File: config.mk
export PLATFORM = sky130hd
export DESIGN_NAME = pio_ctrl
export DESIGN_NICKNAME = d
export VERILOG_FILES = /design/src/rtl/pio_pkg.sv /design/src/rtl/pio_decode.sv /design/src/rtl/pio_port_bank.sv /design/src/rtl/pio_pad_drive.sv /design/src/rtl/pio_pin_sync.sv /design/src/rtl/pio_ctrl.sv
export SDC_FILE = /design/constraint.sdc
export NUM_CORES = 1
export LEC_CHECK = 0
export CAP_MARGIN = 20
export CORE_MARGIN = 8
export CORE_UTILIZATION = 29
export CTS_CLUSTER_SIZE = 10
export DETAILED_ROUTE_END_ITERATION = 16
export SKIP_CTS_REPAIR_TIMING = 1
export SKIP_LAST_GASP = 1
export SYNTH_ARGS = -nofsm -noshare
export SYNTH_HDL_FRONTEND = slang
export SYNTH_SLANG_ARGS = --single-unit
File: constraint.sdc
create_clock -name clk -period 3.9 [get_ports clk]
set_clock_uncertainty 0.05 [all_clocks]
set_input_delay 0.585 -clock clk [delete_from_list [all_inputs] [get_ports clk]]
set_output_delay 0.585 -clock clk [all_outputs]
set_load 0.05 [all_outputs]
File: src/rtl/pio_pkg.sv
package pio_pkg;

    localparam int ADDR_W      = 8;
    localparam int KIND_STRIDE = 8;
    localparam int NUM_KINDS   = 4;
    localparam int MAP_SPAN    = NUM_KINDS * KIND_STRIDE;

    typedef enum logic [1:0] {
        K_LATCH = 2'd0,
        K_DIR   = 2'd1,
        K_PULL  = 2'd2,
        K_MODE  = 2'd3
    } reg_kind_e;

    typedef struct packed {
        logic      hit;
        reg_kind_e kind;
        logic [2:0] port;
    } reg_sel_t;

    function automatic reg_sel_t map_address(input logic [ADDR_W-1:0] a,
                                             input logic [ADDR_W-1:0] base,
                                             input int nports);
        reg_sel_t          s;
        logic [ADDR_W-1:0] off;
        off    = a - base;
        s.kind = reg_kind_e'(off[4:3]);
        s.port = off[2:0];
        s.hit  = (a >= base) && (int'(off) < MAP_SPAN) && (int'(off[2:0]) < nports);
        return s;
    endfunction

endpackage

File: src/rtl/pio_decode.sv
module pio_decode
    import pio_pkg::*;
#(
    parameter int                NUM_PORTS = 4,
    parameter logic [ADDR_W-1:0] BASE      = 8'hC0
) (
    input  logic [ADDR_W-1:0] addr,
    output reg_sel_t          sel
);
    always_comb begin
        sel = map_address(addr, BASE, NUM_PORTS);
    end
endmodule

File: src/rtl/pio_port_bank.sv
module pio_port_bank
    import pio_pkg::*;
#(
    parameter int         PORT_W   = 8,
    parameter logic [2:0] PORT_IDX = 3'd0
) (
    input  logic              clk,
    input  logic              rst,
    input  logic              wr_en,
    input  reg_sel_t          sel,
    input  logic [PORT_W-1:0] wr_data,
    output logic [PORT_W-1:0] latch_q,
    output logic [PORT_W-1:0] dir_q,
    output logic [PORT_W-1:0] pull_q,
    output logic [PORT_W-1:0] mode_q
);
    logic mine;
    assign mine = wr_en && sel.hit && (sel.port == PORT_IDX);

    always_ff @(posedge clk) begin
        if (rst) begin
            latch_q <= '0;
            dir_q   <= '0;
            pull_q  <= '0;
            mode_q  <= '0;
        end else if (mine) begin
            unique case (sel.kind)
                K_LATCH: latch_q <= wr_data;
                K_DIR:   dir_q   <= wr_data;
                K_PULL:  pull_q  <= wr_data;
                K_MODE:  mode_q  <= wr_data;
            endcase
        end
    end
endmodule

File: src/rtl/pio_pad_drive.sv
module pio_pad_drive #(
    parameter int PORT_W = 8
) (
    input  logic [PORT_W-1:0] latch_q,
    input  logic [PORT_W-1:0] dir_q,
    input  logic [PORT_W-1:0] pull_q,
    input  logic [PORT_W-1:0] mode_q,
    output logic [PORT_W-1:0] drv_val,
    output logic [PORT_W-1:0] drv_en,
    output logic [PORT_W-1:0] pu_en
);
    logic [PORT_W-1:0] en_w;

    for (genvar b = 0; b < PORT_W; b++) begin : g_bit
        always_comb begin
            if (mode_q[b]) begin
                en_w[b]    = dir_q[b] & ~latch_q[b];
                drv_val[b] = 1'b0;
            end else begin
                en_w[b]    = dir_q[b];
                drv_val[b] = latch_q[b];
            end
        end
    end

    assign drv_en = en_w;
    assign pu_en  = pull_q & ~en_w;
endmodule

File: src/rtl/pio_pin_sync.sv
module pio_pin_sync #(
    parameter int W      = 32,
    parameter int STAGES = 2
) (
    input  logic         clk,
    input  logic         rst,
    input  logic [W-1:0] din,
    output logic [W-1:0] dout
);
    logic [STAGES-1:0][W-1:0] st;

    for (genvar s = 0; s < STAGES; s++) begin : g_stage
        if (s == 0) begin : g_first
            always_ff @(posedge clk) begin
                if (rst) st[0] <= '0;
                else     st[0] <= din;
            end
        end else begin : g_next
            always_ff @(posedge clk) begin
                if (rst) st[s] <= '0;
                else     st[s] <= st[s-1];
            end
        end
    end

    assign dout = st[STAGES-1];
endmodule

File: src/rtl/pio_ctrl.sv
module pio_ctrl
    import pio_pkg::*;
#(
    parameter int                NUM_PORTS   = 4,
    parameter int                PORT_W      = 8,
    parameter int                SYNC_STAGES = 2,
    parameter logic [ADDR_W-1:0] BASE        = 8'hC0
) (
    input  logic                        clk,
    input  logic                        rst,
    input  logic [ADDR_W-1:0]           addr,
    input  logic                        wr_en,
    input  logic [PORT_W-1:0]           wr_data,
    input  logic                        rd_en,
    input  logic                        rd_pin,
    output logic [PORT_W-1:0]           rd_data,
    input  logic [NUM_PORTS*PORT_W-1:0] pin_in,
    output logic [NUM_PORTS*PORT_W-1:0] pad_out,
    output logic [NUM_PORTS*PORT_W-1:0] pad_oe,
    output logic [NUM_PORTS*PORT_W-1:0] pad_pu
);
    localparam int PINS = NUM_PORTS * PORT_W;

    reg_sel_t                           sel;
    logic [NUM_PORTS-1:0][PORT_W-1:0]   latch_a, dir_a, pull_a, mode_a;
    logic [PINS-1:0]                    pins_sync;
    logic [PINS-1:0]                    latch_flat, mode_flat;
    logic [PORT_W-1:0]                  rd_next;

    pio_decode #(.NUM_PORTS(NUM_PORTS), .BASE(BASE)) u_dec (
        .addr (addr),
        .sel  (sel)
    );

    for (genvar p = 0; p < NUM_PORTS; p++) begin : g_port
        pio_port_bank #(.PORT_W(PORT_W), .PORT_IDX(3'(p))) u_bank (
            .clk     (clk),
            .rst     (rst),
            .wr_en   (wr_en),
            .sel     (sel),
            .wr_data (wr_data),
            .latch_q (latch_a[p]),
            .dir_q   (dir_a[p]),
            .pull_q  (pull_a[p]),
            .mode_q  (mode_a[p])
        );

        pio_pad_drive #(.PORT_W(PORT_W)) u_drive (
            .latch_q (latch_a[p]),
            .dir_q   (dir_a[p]),
            .pull_q  (pull_a[p]),
            .mode_q  (mode_a[p]),
            .drv_val (pad_out[p*PORT_W +: PORT_W]),
            .drv_en  (pad_oe[p*PORT_W +: PORT_W]),
            .pu_en   (pad_pu[p*PORT_W +: PORT_W])
        );

        assign latch_flat[p*PORT_W +: PORT_W] = latch_a[p];
        assign mode_flat[p*PORT_W +: PORT_W]  = mode_a[p];
    end

    pio_pin_sync #(.W(PINS), .STAGES(SYNC_STAGES)) u_sync (
        .clk  (clk),
        .rst  (rst),
        .din  (pin_in),
        .dout (pins_sync)
    );

    always_comb begin
        rd_next = '0;
        for (int p = 0; p < NUM_PORTS; p++) begin
            if (sel.hit && sel.port == 3'(p)) begin
                unique case (sel.kind)
                    K_LATCH: rd_next = rd_pin ? pins_sync[p*PORT_W +: PORT_W] : latch_a[p];
                    K_DIR:   rd_next = dir_a[p];
                    K_PULL:  rd_next = pull_a[p];
                    K_MODE:  rd_next = mode_a[p];
                endcase
            end
        end
    end

    always_ff @(posedge clk) begin
        if (rst)        rd_data <= '0;
        else if (rd_en) rd_data <= rd_next;
    end
endmodule

=== Yosys cells after proc, flatten, opt, wreduce, memory -nomap -nowiden ===
Index checks and enable logic that the tools add are counted.

* Memories: 0
* Bits in writable memories: 0
* Latch bits: 0
* Output and inout port bits: 104
* Logic and storage cells: 206
* Register bits after elaboration: 200
* Bits in read-only memories: 0

* Add/sub/neg operators: 1
* Reduce and logical (&&, ||, !) cells: 29
* $mul: 0
* Div/mod/pow operators: 0
* Order comparisons: 3
* Equality and inequality tests: 6
* Bitwise logic cells: 72
* Shift-type cells: 0
* Multiplexer cells: 76

{| class="wikitable"
|+ Operators by type and width
! operator !! count
|-
| one-hot mux 8 bit (4 select lines) || 4
|-
| 2-to-1 mux 1 bit || 64
|-
| 2-to-1 mux 8 bit || 8
|-
| bitwise AND 1 bit || 32
|-
| bitwise AND 8 bit || 4
|-
| inverter 1 bit || 32
|-
| inverter 8 bit || 4
|-
| AND reduction 2 bit || 16
|-
| logical AND 1 bit || 11
|-
| greater-or-equal comparator 8 bit (second input constant) || 1
|-
| less-than comparator 8 x 6 -> 1 bit (second input constant) || 1
|-
| subtractor 8 bit (second input constant) || 1
|-
| == test 3 x 2 -> 1 bit (second input constant) || 2
|-
| == test 2 bit (second input constant) || 2
|-
| == test 3 x 1 -> 1 bit (second input constant) || 1
|-
| logical NOT 3 bit || 1
|-
| less-than comparator 3 bit (second input constant) || 1
|-
| == test 2 x 1 -> 1 bit (second input constant) || 1
|-
| logical NOT 2 bit || 1
|}

=== Depth between registers and ports, before layout ===
* Depth in word-level cells: 9
* Depth in mapped cells: 8
* Mapped depth without buffers: 5

=== Cells and area by module ===
A second synthesis with hierarchy kept.

* Cells, all modules: 982
* Area, all modules: 10181.0 um^2

{| class="wikitable"
|+ Modules (own cells, without submodules)
! module !! instances !! area an instance (um^2) !! cells an instance !! seq. area each (um^2)
|-
| pio_port_bank at g_port[1].u_bank ... || 2 || 1345.0 || 123 || 640.6
|-
| pio_pin_sync || 1 || 2158.3 || 167 || 1281.2
|-
| pio_ctrl || 1 || 1785.5 || 214 || 160.2
|-
| pio_port_bank at g_port[3].u_bank || 1 || 1342.5 || 123 || 640.6
|-
| pio_port_bank at g_port[0].u_bank || 1 || 1313.8 || 130 || 640.6
|-
| pio_pad_drive || 4 || 210.2 || 24 || 0.0
|-
| pio_decode || 1 || 50.0 || 6 || 0.0
|}

=== Least setup slack after synthesis ===
Ideal clock, no wire load.

* Kind: flip-flop to output port
* Start: reg g_port[0].u_bank.dir_q[1]
* End: out pad_pu[1]
* Stages on the path, launching flop included: 3
* Slack: 1.168 ns
* Required time: 3.265 ns
* Data arrival time: 2.097 ns
* Buffers on the path: 0
* Path through: dfxtp_1 > a21boi_0 > nor2b_1

* Longest elaborated chain between the ends: 4

{| class="wikitable"
|+ Ends and longest elaborated chain
! item !! RTL line !! text
|-
| start, declared || pio_port_bank.sv:13 || <nowiki>output logic [PORT_W-1:0] dir_q,</nowiki>
|-
| start signal, assigned || pio_port_bank.sv:29 || <nowiki>K_DIR: dir_q <= wr_data;</nowiki>
|-
| bitwise AND 1 bit || pio_pad_drive.sv:17 || <nowiki>en_w[b] = dir_q[b] & ~latch_q[b];</nowiki>
|-
| 2-to-1 mux 1 bit (*) || pio_pad_drive.sv:16 || <nowiki>if (mode_q[b]) begin</nowiki>
|-
| named net pad_oe[1] || pio_ctrl.sv:19 || <nowiki>output logic [NUM_PORTS*PORT_W-1:0] pad_oe,</nowiki>
|-
| inverter 8 bit (*) || pio_pad_drive.sv:27 || <nowiki>assign pu_en = pull_q & ~en_w;</nowiki>
|-
| bitwise AND 8 bit (*) || pio_pad_drive.sv:27 ||
|-
| end, declared || pio_ctrl.sv:20 || <nowiki>output logic [NUM_PORTS*PORT_W-1:0] pad_pu</nowiki>
|}

Mark *: on every way through the listed nets, which the timed path passes. The rest lies on a longest branch.

=== Worst setup path in the final report ===
* Start: reg g_port[1].u_bank.mode_q[0]
* End: out pad_pu[8]

* Longest elaborated chain between the ends: 3

{| class="wikitable"
|+ Ends and longest elaborated chain
! item !! RTL line !! text
|-
| start, declared || pio_port_bank.sv:15 || <nowiki>output logic [PORT_W-1:0] mode_q</nowiki>
|-
| start signal, assigned || pio_port_bank.sv:31 || <nowiki>K_MODE: mode_q <= wr_data;</nowiki>
|-
| 2-to-1 mux 1 bit || pio_pad_drive.sv:16 ||
|-
| inverter 8 bit || pio_pad_drive.sv:27 ||
|-
| bitwise AND 8 bit || pio_pad_drive.sv:27 ||
|}

Every way passes these cells.

==> metrics.md <==
| Metric | Value |
|---|---|
| Outcome | finished clean |
| Clock-pin transition on the worst setup and hold timing paths | 0.07 ns |
| CP top delay family | buffers and inverters |
| Synth Area per Inst | 9.81 µm² |
| Clock buffer depth | 2 |
| Maximum clock rate | 358 MHz |
| Core Rows | 64 |
| GPL Wtd Cong | 0.819 |
| DRT Pass-1 Iters | 4 |
| CP max stage cell | clkdlybuf4s50_1 |
| Most common cell after layout, fill and taps aside | dfxtp_1 |
| Min cycle time layout | 2.79 ns |
| WL/cell | 19.3 µm |
| CTS tree | yes |
| Most frequent cells in the layout | dfxtp_1, clkdlybuf4s50_1, nor2b_1, mux2i_1, nor2_1 |
| Final Setup Violations | 0 |
| Flop and latch count out of synthesis | 200 |
| Synth Area in XOR/XNOR | 0 |
| Tcrit/Tclk final | 0.716 |
| Peak supply drop | 0.000269 V |
| Leakage | 4.32 nW |
| Mapped cell area | 8810 µm² |
| Synth Area in Compound Gates | 0.117 |
| Dominant synthesized flop cell | dfxtp_1 |
| Pin count of the biggest net entering global routing | 97 |
| YS warnings | 0 |
| Nets@finish | 1076 |
| I/O pins | 157 |
| Synth area leaders | dfxtp_1, mux2i_1, nor2b_1 |
| Max Fanout on Critical Path | 4 |
| CP Launch Type | flip-flop |
| Routed Antenna Nets | 0 |
| Total gr overflow | 0 |
| Max incr delay on CP | 0.86 ns |
| Share of the synthesized area in the top cell type | 0.454 |
| Post-synthesis mux area share | 0.205 |
| DRC violation count after routing | 0 |
| Critical path capture point type | output port |
| DIE AREA | 36200 µm² |
| Clk_lat worst skew | 0.44 ns |
| Post-synthesis sequential area ratio | 0.454 |
| Post-Synth Simple-Gate Area | 0.189 |
| CP Data Required Time | 3.26 ns |
| Core Area | 30300 µm² |
| Synth Area in Adders | 0 |
| Routed WL | 27700 µm |
| Routed vias | 6886 |
| Aggregate global-route resource usage | 0.151 |
| Final Hold Vio Count | 0 |
| Post-Layout Cell Count | 1432 |
| Ratio of cells with drive above 1 in the final layout | 0.101 |
| ANT cells | 0 |
| Area leader, netlist | dfxtp_1 |
| CTS Buf Count | 17 |
| Multi-input gate area | 4500 µm² |
| Area delta synth->final | 28.0% |
| Count of unique library cells instantiated by Yosys | 46 |
| CTS Root Cell | clkbuf_16 |
| Register area | 4000 µm² |
| Mapped Cells | 898 |
| Number of global-route vias before repair | 6822 |
| First-pass GRT wire length | 42000 µm |
| Max cap viols | 0 |
| Slew Viols, Final | 0 |
| Worst-path cell chain | a21boi_0, nor2b_1, clkdlybuf4s50_1 |
| Initial antenna violation count | 1 |
| Detailed Route Iter0 Violations | 471 |
| Worst-margin pin slew | 0.921 ns |
| RSZ-0062 raised after global routing | no |
| Critical path buffer and inverter count | 1 |
| Asr flop ratio synth | 0 |
| Initial cell density of the core | 0.291 |
| Avg Vias per Cell | 4.81 |
| CP Data Arrival Time | 2.16 ns |
| Critical path type | flip-flop to output port |
| Post-synth EDFFs | 0 |
| Sum Neg Setup Slack | 0 ns |
| Die Y | 190 µm |
| Clk sinks | 200 |
| Main combinational cell family by area after synthesis | multiplexers |
| Power Density | 381 nW/µm² |
| Filler Cell Count | 3022 |
| Relative slew slack | 0.384 |
| Placed wire-length estimate | 19700 µm |
| Syn_nets | 951 |
| Hold/Removal Path Class | flip-flop to flip-flop |
| Dpl cells | 1400 |
| I/O Buffers | 156 |
| H-tree levels | 4 |
| Die extent in x | 190 µm |
worst reg2reg max path, cell delays in order, from the launching register on:
cell and delay (ns):
dfxtp_1 0.32, mux2_2 0.26, mux4_2 0.48, o21ai_0 0.29
a21o_1 0.13, a31oi_1 0.08
where the power goes:
part | switching, mW | internal [mW]
Sequential | 0.0114 | 2.08
Clock | 0.781 | 1.14
Combinational | 0.167 | 0.117
Total | 0.960 | 3.33
cells in the mapped netlist (all sizes together), types with 3 or more instances:
| cell | instances |
|---|---|
| mux4 | 24 |
| o21bai | 3 |
| o21ai | 66 |
| clkbuf | 41 |
| o32a | 3 |
| a31oi | 6 |
| a21oi | 58 |
| mux2 | 25 |
| dfxtp | 200 |
| buf | 20 |
| nor2 | 100 |
| nand2 | 61 |
| nor2b | 130 |
| a21o | 3 |
| nand3 | 5 |
| mux2i | 96 |
| nor3 | 3 |
| a22oi | 3 |
| a21boi | 32 |
layer usage:
layer  part of all wire  vias to the layer above  GRT usage
met3              0.056                       27     0.0351
met2               0.46                      192      0.239
met4              0.017                        2     0.0427
met1               0.46                     3328      0.202
met5            0.00058                        -          0
li1                   -                     3337          -
state kept, by name (all words and copies together) (netlist names):
name and count:
g_port.u_bank.latch_q 32, g_port.u_bank.dir_q 32, rd_data 8, u_sync.dout 32
g_port.u_bank.pull_q 32, g_port.u_bank.mode_q 32, u_sync.st 32
worst paths after layout:
path	startpoint	to	slack, ns	depth (start not counted)
max	g_port[1].u_bank.mode_q[0]	pad_pu[8]	1.11	3
min	u_sync.st[8]	u_sync.dout[8]	0.39	1
max reg2reg	g_port[2].u_bank.latch_q[0]	rd_data[0]	2.14	5
min reg2reg	u_sync.st[8]	u_sync.dout[8]	0.39	1
cells by family after synthesis:
| group | count (synthesis) |
|---|---|
| buffers and inverters | 61 |
| muxes | 145 |
| and+or+nand+nor | 314 |
| AOI/OAI and AO/OA | 178 |
| DFF | 200 |
through the flow:
stage | utilization | setup slack (ns) | instance area (µm²) | hold slack (ns) | total power, mW
floorplan | - | 1.17 | 8810 | 0.364 | 2.30
global placement | 0.351 | 0.902 | 10600 | 0.373 | 2.42
detailed placement | 0.351 | 0.831 | 10600 | 0.372 | 2.42
CTS | 0.372 | 1.12 | 11300 | 0.389 | 4.34
global route | 0.372 | 0.990 | 11300 | 0.395 | 4.45
finish | 0.372 | 1.11 | 11300 | 0.386 | 4.29
final cells by class:
| class | count | area share |
|---|---|---|
| well taps | 396 | 0.0439 |
| multi-input cells | 637 | 0.399 |
| repair buffers | 167 | 0.146 |
| flip-flops and latches | 200 | 0.355 |
| clock inverters | 12 | 0.0176 |
| clock buffers | 20 | 0.0387 |
(Power assumes the default switching activity.)
